**src/rtl/ddr2_emr_ctrl.sv**
```systemverilog
module ddr2_emr_ctrl #(
  parameter int REG_W       = 14,
  parameter int LOCK_CYCLES = 200,
  parameter int DLL_RST_BIT = 8
) (
  input  logic             clk,
  input  logic             rst_n,
  input  logic [2:0]       cmd_i,
  input  logic [1:0]       bank_i,
  input  logic [REG_W-1:0] mr_val_i,
  input  logic             is_x8_i,
  input  logic             rd_window_i,
  output logic [REG_W-1:0] emr_q_o,
  output logic             drive_reduced_o,
  output logic             dll_locked_o,
  output logic             rd_early_o,
  output logic             dq_oe_o,
  output logic             dqs_oe_o,
  output logic             dqs_n_oe_o,
  output logic             rdqs_oe_o,
  output logic             rdqs_n_oe_o
);
  localparam int CNT_W = $clog2(LOCK_CYCLES + 1);
  localparam logic [CNT_W-1:0] LOCK_VAL = CNT_W'(LOCK_CYCLES);
  localparam logic [2:0] C_LOAD = 3'd1, C_READ = 3'd2, C_SRE = 3'd4, C_SRX = 3'd5;
  localparam int B_DLL_OFF = 0, B_DRV = 1, B_NSTRB_OFF = 10, B_RSTRB = 11, B_OUT_OFF = 12;

  logic [REG_W-1:0] emr;
  logic             in_sr, armed;
  logic [CNT_W-1:0] cnt;

  wire ld_ext  = (cmd_i == C_LOAD) && (bank_i == 2'd1);
  wire ld_base = (cmd_i == C_LOAD) && (bank_i == 2'd0);
  wire dll_en  = !emr[B_DLL_OFF] && !in_sr;
  wire dll_off_ev = (ld_ext && mr_val_i[B_DLL_OFF]) || (cmd_i == C_SRE);
  wire dll_rst_ev = (ld_base && mr_val_i[DLL_RST_BIT] && dll_en) ||
                    ((cmd_i == C_SRX) && !emr[B_DLL_OFF]);

  always_ff @(posedge clk) begin
    if (!rst_n) begin
      emr        <= '0;
      in_sr      <= 1'b0;
      armed      <= 1'b0;
      cnt        <= '0;
      rd_early_o <= 1'b0;
    end else begin
      if (ld_ext) emr <= mr_val_i;
      if (cmd_i == C_SRE)      in_sr <= 1'b1;
      else if (cmd_i == C_SRX) in_sr <= 1'b0;
      rd_early_o <= (cmd_i == C_READ) && dll_en && !dll_locked_o;
      if (dll_off_ev) begin
        armed <= 1'b0;
        cnt   <= '0;
      end else if (dll_rst_ev) begin
        armed <= 1'b1;
        cnt   <= CNT_W'(1);
      end else if (armed && cnt != LOCK_VAL) begin
        cnt <= cnt + CNT_W'(1);
      end
    end
  end

  assign dll_locked_o    = armed && (cnt == LOCK_VAL);
  assign emr_q_o         = emr;
  assign drive_reduced_o = emr[B_DRV];

  wire out_on  = rd_window_i && !emr[B_OUT_OFF];
  wire rstrb   = emr[B_RSTRB] && is_x8_i;

  assign dq_oe_o     = out_on;
  assign dqs_oe_o    = out_on;
  assign dqs_n_oe_o  = out_on && !emr[B_NSTRB_OFF];
  assign rdqs_oe_o   = out_on && rstrb;
  assign rdqs_n_oe_o = out_on && rstrb && !emr[B_NSTRB_OFF];
endmodule

```
**config.mk**
```make
export PLATFORM = sky130hd
export DESIGN_NAME = ddr2_emr_ctrl
export DESIGN_NICKNAME = d
export VERILOG_FILES = /design/src/rtl/ddr2_emr_ctrl.sv
export SDC_FILE = /design/constraint.sdc
export NUM_CORES = 1
export LEC_CHECK = 0
export ABC_AREA = 1
export BUFFER_PORTS_ARGS = -buffer_cell sky130_fd_sc_hd__buf_2
export CORE_MARGIN = 1.5
export CORE_UTILIZATION = 30
export DETAILED_ROUTE_END_ITERATION = 6
export GPL_ROUTABILITY_DRIVEN = 0
export GPL_TIMING_DRIVEN = 0
export HOLD_SLACK_MARGIN = 0.03
export PLACE_DENSITY = 0.53
export SLEW_MARGIN = 30
export SYNTH_ARGS = -nofsm -noshare
export SYNTH_HDL_FRONTEND = slang
export SYNTH_SLANG_ARGS = --single-unit
```
**constraint.sdc**
```tcl
create_clock -name clk -period 3.5 [get_ports clk]
set_clock_uncertainty 0.1 [all_clocks]
set_input_delay 0.525 -clock clk [delete_from_list [all_inputs] [get_ports clk]]
set_output_delay 0.525 -clock clk [all_outputs]
set_load 0.05 [all_outputs]
```
Yosys cells after proc, flatten, opt, wreduce, memory -nomap -nowiden
Index checks and enable logic that the tools add are counted.
Operators by class
  $add $sub $neg: 1
  multipliers: 0
  divide/modulo/power cells: 0
  $lt $le $gt $ge: 0
  eq/ne operators: 7
  shifts and indexed selects: 0
  mux-type cells: 4
  bitwise operators: 1
  reductions and logical operators: 28
Operators with widths (count)
  logical AND 1 bit: 16
  adder 8 x 1 -> 8 bit, second input constant: 1
  equality test 8 bit, second input constant: 1
  inequality test 8 bit, second input constant: 1
  equality test 3 bit, second input constant: 2
  zero test 1 bit: 5
  two-way mux 1 bit: 4
  nonzero test 2 bit: 2
  equality test 3 x 1 -> 1 bit, second input constant: 1
  equality test 3 x 2 -> 1 bit, second input constant: 1
  OR reduction 3 bit: 1
  equality test 2 x 1 -> 1 bit, second input constant: 1
  zero test 2 bit: 1
  logical OR 1 bit: 2
  OR reduction 2 bit: 1
  NOT 1 bit: 1
Storage, ports and cells
  bits in registers: 25
  latch bits: 0
  memory bits (writable): 0
  ROM bits: 0
  bits of input ports: 23
  output and inout port bits: 22
  memories kept: 0

Logic depth before layout (Yosys ltp)
  word-level depth: 6
  gate-level depth with buffers: 11
  gate-level depth less buffers: 11

Worst setup path before layout
Ideal clock, no wire load.
  path kind: register to output
  start: register emr[12] (netlist: emr_q_o[12])
  end: output rdqs_n_oe_o
  arrival: 2.912 ns
  setup slack: -0.037 ns
  cell stages (with the launch flop): 4
  cell sequence: dfxtp_1 -> nor2_1 -> inv_1 -> nor4_1
On the way
  cells in the longest elaborated chain, start to end: 4
RTL lines
  start: declaration: line 28  | logic [REG_W-1:0] emr;
  start signal: assignment: line 47  | if (ld_ext) emr <= mr_val_i;
  zero test 1 bit: line 67  | wire out_on = rd_window_i && !emr[B_OUT_OFF];
  logical AND 1 bit: line 67
  net dq_oe_o: line 17  | output logic dq_oe_o,
  logical AND 1 bit (2 in series): line 74  | assign rdqs_n_oe_o = out_on && rstrb && !emr[B_NSTRB_OFF];
  end: declaration: line 21  | output logic rdqs_n_oe_o
The timed path passes the listed nets, and every way through them passes these cells.

Worst setup path in the final report
  start: register cnt[0]
  end: output dll_locked_o
On the way
  cells in the longest elaborated chain, start to end: 2
RTL lines
  start: declaration: line 30  | logic [CNT_W-1:0] cnt;
  start signal: assignment: line 58  | cnt <= cnt + CNT_W'(1);
  equality test 8 bit: line 63  | assign dll_locked_o = armed && (cnt == LOCK_VAL);
  logical AND 1 bit: line 63
  end: declaration: line 15  | output logic dll_locked_o,
No other way between the ends.

==> metrics.md <==
| Metric | Value |
|---|---|
| Status | `finished clean` |
| Final slew viol count | `0` |
| Final min period | `about 2.1 ns` |
| Worst min path class | `primary input to flop` |
| Vias in the first global route | `1,114` |
| Drt total wl | `roughly 2600 um` |
| Largest net degree at the start of global routing | `17` |
| Total CTS buffers | `3` |
| Clock latency on the worst-skew pair | `0.27 ns` |
| Commonest non-fill, non-tap cell in the layout | `buf_2` |
| Final period utilization | `0.606` |
| Antenna-violating nets left | `0` |
| # setup viols final | `0` |
| Post-CTS sizing | `0` |
| Initial antenna violation count | `0` |
| First-pass GRT wire length | `between 4000 and 5000 um` |
| Crit Path Class | `flop to primary output` |
| FF-to-FF path depth | `11` |
| Setup crit start kind | `flop` |
| Worst Hold End | `emr_q_o[2]$_SDFFE_PN0P_` |
| Synthesized instance count | `between 150 and 200` |
| Share of layout cells above drive strength 1 | `0.298` |
| Sw Share | `0.283` |
| Yosys cell types | `30` |
| Design area | `about 0.0016 mm^2` |
| RSZ-0062 raised after global routing | `no` |
| Slew HR | `0.760` |
| Clock H-tree levels | `1` |
| Mux cell area share after synthesis | `0` |
| Post-Syn Area | `around 0.0013 mm^2` |
| CTS max path bufs | `2` |
| Worst path arrival time | `~1.5 ns` |
| CTS Hold Bufs | `0` |
| Fmax achieved | `between 0.4 and 0.5 GHz` |
| Die H | `68.2 um` |
| Full die area | `about 0.0047 mm^2` |
| Synth Area in Adders | `0.0196` |
| Largest family of logic cells by synthesized area | `simple AND/OR/NAND/NOR gates` |
| Syn_nets | `215` |
| Placed Cells | `about 280` |
| Starting DRT DRC Count | `24` |
| Req. time, crit path | `2.87 ns` |
| FP Rows | `23` |
| XOR/XNOR Fraction of Synth Area | `0.0206` |
| Hold Fails Final Rpt | `0` |
| Post-DP HPWL | `2050 um` |
| Vias per inst | `4.19` |
| Core area | `between 0.004 and 0.005 mm^2` |
| Simple-gate share of the synthesized area | `0.350` |
| Crit end category | `primary output` |
| Routed wire per std cell | `approximately 9 um` |
| Fill cell count | `approximately 450` |
| GRT Total Usage | `0.128` |
| Pwr/cell area | `between 300 and 400 mW/mm^2` |
| Setup TNS | `0 ns` |
| NetSw | `around 0.00016 W` |
| YS warnings | `0` |
| Worst setup margin | `between 1 and 1.5 ns` |
| Initial Util | `0.315` |
| Reg2reg setup slack | `2.06 ns` |
| Total grt overflow | `0` |
| Worst hold stages | `3` |
| PortBufs | `44` |
| Post-CTS Setup Inserts | `0` |
| TritonCTS clock tree | `yes` |
| Min-delay src | `mr_val_i[2]` |
| Chip width | `around 68 um` |
| 1st-pass router iterations | `4` |
| Pre-CTS setup slack | `1.57 ns` |
| Clock group share of total power | `0.325` |
| Worst-path clk slew | `0.10 ns` |
| R2r endpoint | `cnt[7]$_SDFFE_PP0P_` |
| DP Area | `between 0.0015 and 0.002 mm^2` |
| Comb power frac | `0.147` |
| Register area share after synthesis | `0.392` |
| Root buf cell | `clkbuf_8` |
| Utilization after layout | `0.398` |
| Synthesis-to-finish area growth | `26.6%` |
| Crit path max fanout | `6` |
| DR vias | `roughly 1,200` |
| Compound-gate portion of the synthesized area | `0.0882` |
| Diodes inserted | `0` |
| Leakage | `approximately 0.87 nW` |
| Flop pwr share | `0.528` |
| I/O Pins | `between 40 and 50` |
| Nets | `between 200 and 300` |
| Internal power | `between 0.0004 and 0.0005 W` |
| Mapped Avg Cell Area | `around 6.7 um^2` |
| Max Cap Violations | `0` |
| Clk sink count | `25` |
| Drt drc | `0` |
| Worst slew pin tran | `between 0.3 and 0.4 ns` |
| Peak VDD IR | `approximately 0.13 mV` |
| Most frequent cells in the layout | `buf_2, nand2_1, nor2_1` |
| Flops & latches, synth | `25` |
| Post-Layout Cell Count | `between 200 and 300` |
| R2r startpoint | `cnt[0]$_SDFFE_PP0P_` |
[cell usage after synthesis]
library cell	n	area (um^2)
nor2_1	36	135
ha_1	2	25.0
nand2_4	2	22.5
nand3b_1	2	15.0
o21ai_0	6	30.0
inv_2	7	26.3
nor3_1	2	10.0
o21ai_1	10	50.1
o21ai_2	1	8.76
nand3_2	1	10.0
inv_1	26	97.6
dfxtp_1	25	500
nand2_2	1	6.26
nor3_2	1	10.0
clkbuf_1	1	3.75
a211oi_1	1	7.51
nand2_1	42	158
xnor2_1	1	8.76
buf_2	1	5.00
nor4_1	1	6.26
nor2_4	1	11.3
xor2_1	2	17.5
nand3_1	5	25.0
a31oi_1	1	6.26
inv_4	1	6.26
a21oi_1	2	10.0
buf_6	1	11.3
nor2_2	3	18.8
nand4_1	3	18.8
buf_4	2	15.0
[stage by stage]
step                      total power, W  hold WS (ns)
after CTS                       0.000569         0.382
after detailed placement        0.000384         0.370
after global routing            0.000593         0.384
after global placement          0.000384         0.360
after floorplan                 0.000357         0.354
final                           0.000559         0.384
[power groups by stage]
stage	logic (W)	registers, W	clock network, W
2_1_floorplan	0.0000431	0.000314	0
3_3_place_gp	0.0000822	0.000302	0
3_5_place_dp	0.0000825	0.000302	0
4_1_cts	0.0000827	0.000295	0.000191
5_1_grt	0.0000922	0.000296	0.000205
6_report	0.0000819	0.000295	0.000182
[layout make-up]
type	count	area [um^2]	share of cell area
clock buffers	3	41.3	0.0256
repair buffers	44	220	0.136
clock inverters	1	8.76	0.00542
multi-input cells	126	617	0.382
flip-flops and latches	25	500	0.310
plain buffers	5	35.0	0.0217
inverters	34	130	0.0806
well taps	50	62.6	0.0387
[kinds of logic after synthesis]
logic type | Yosys count
AOI/OAI and AO/OA | 21
xor gates and xnor gates | 3
adders and majority gates | 2
buffers and inverters | 39
DFF | 25
and+or+nand+nor | 100
[how the worst max path moves through the flow]
stage / startpoint / to / slack, ns
floorplan: emr_q_o[12]$_SDFFE_PN0P_ / rdqs_oe_o / 0.33
global placement: rd_window_i / rdqs_oe_o / 1.57
detailed placement: rd_window_i / rdqs_oe_o / 1.57
CTS: cnt[0]$_SDFFE_PP0P_ / dll_locked_o / 1.35
global route: cnt[0]$_SDFFE_PP0P_ / dll_locked_o / 1.22
finish: cnt[0]$_SDFFE_PP0P_ / dll_locked_o / 1.38
[routing by layer]
layer,routed length (um),vias to the layer above,global-route usage
li1,-,674,-
met1,1350,508,0.164
met2,1170,23,0.217
met3,88,2,0.0197
met4,34,0,0.0450
met5,0,-,0
[state kept, by name, summed over array words and instances, names as in the netlist]
register    flops
in_sr           1
armed           1
cnt             8
rd_early_o      1
emr_q_o        14
[critical path, stage by stage (launching register included)]
cell     delay, ns
dfxtp_1       0.36
inv_1         0.09
ha_1          0.14
inv_1         0.04
nor2_2        0.14
nand2_4       0.09
nor2_1        0.10
buf_2         0.27
(Power assumes the default switching activity.)
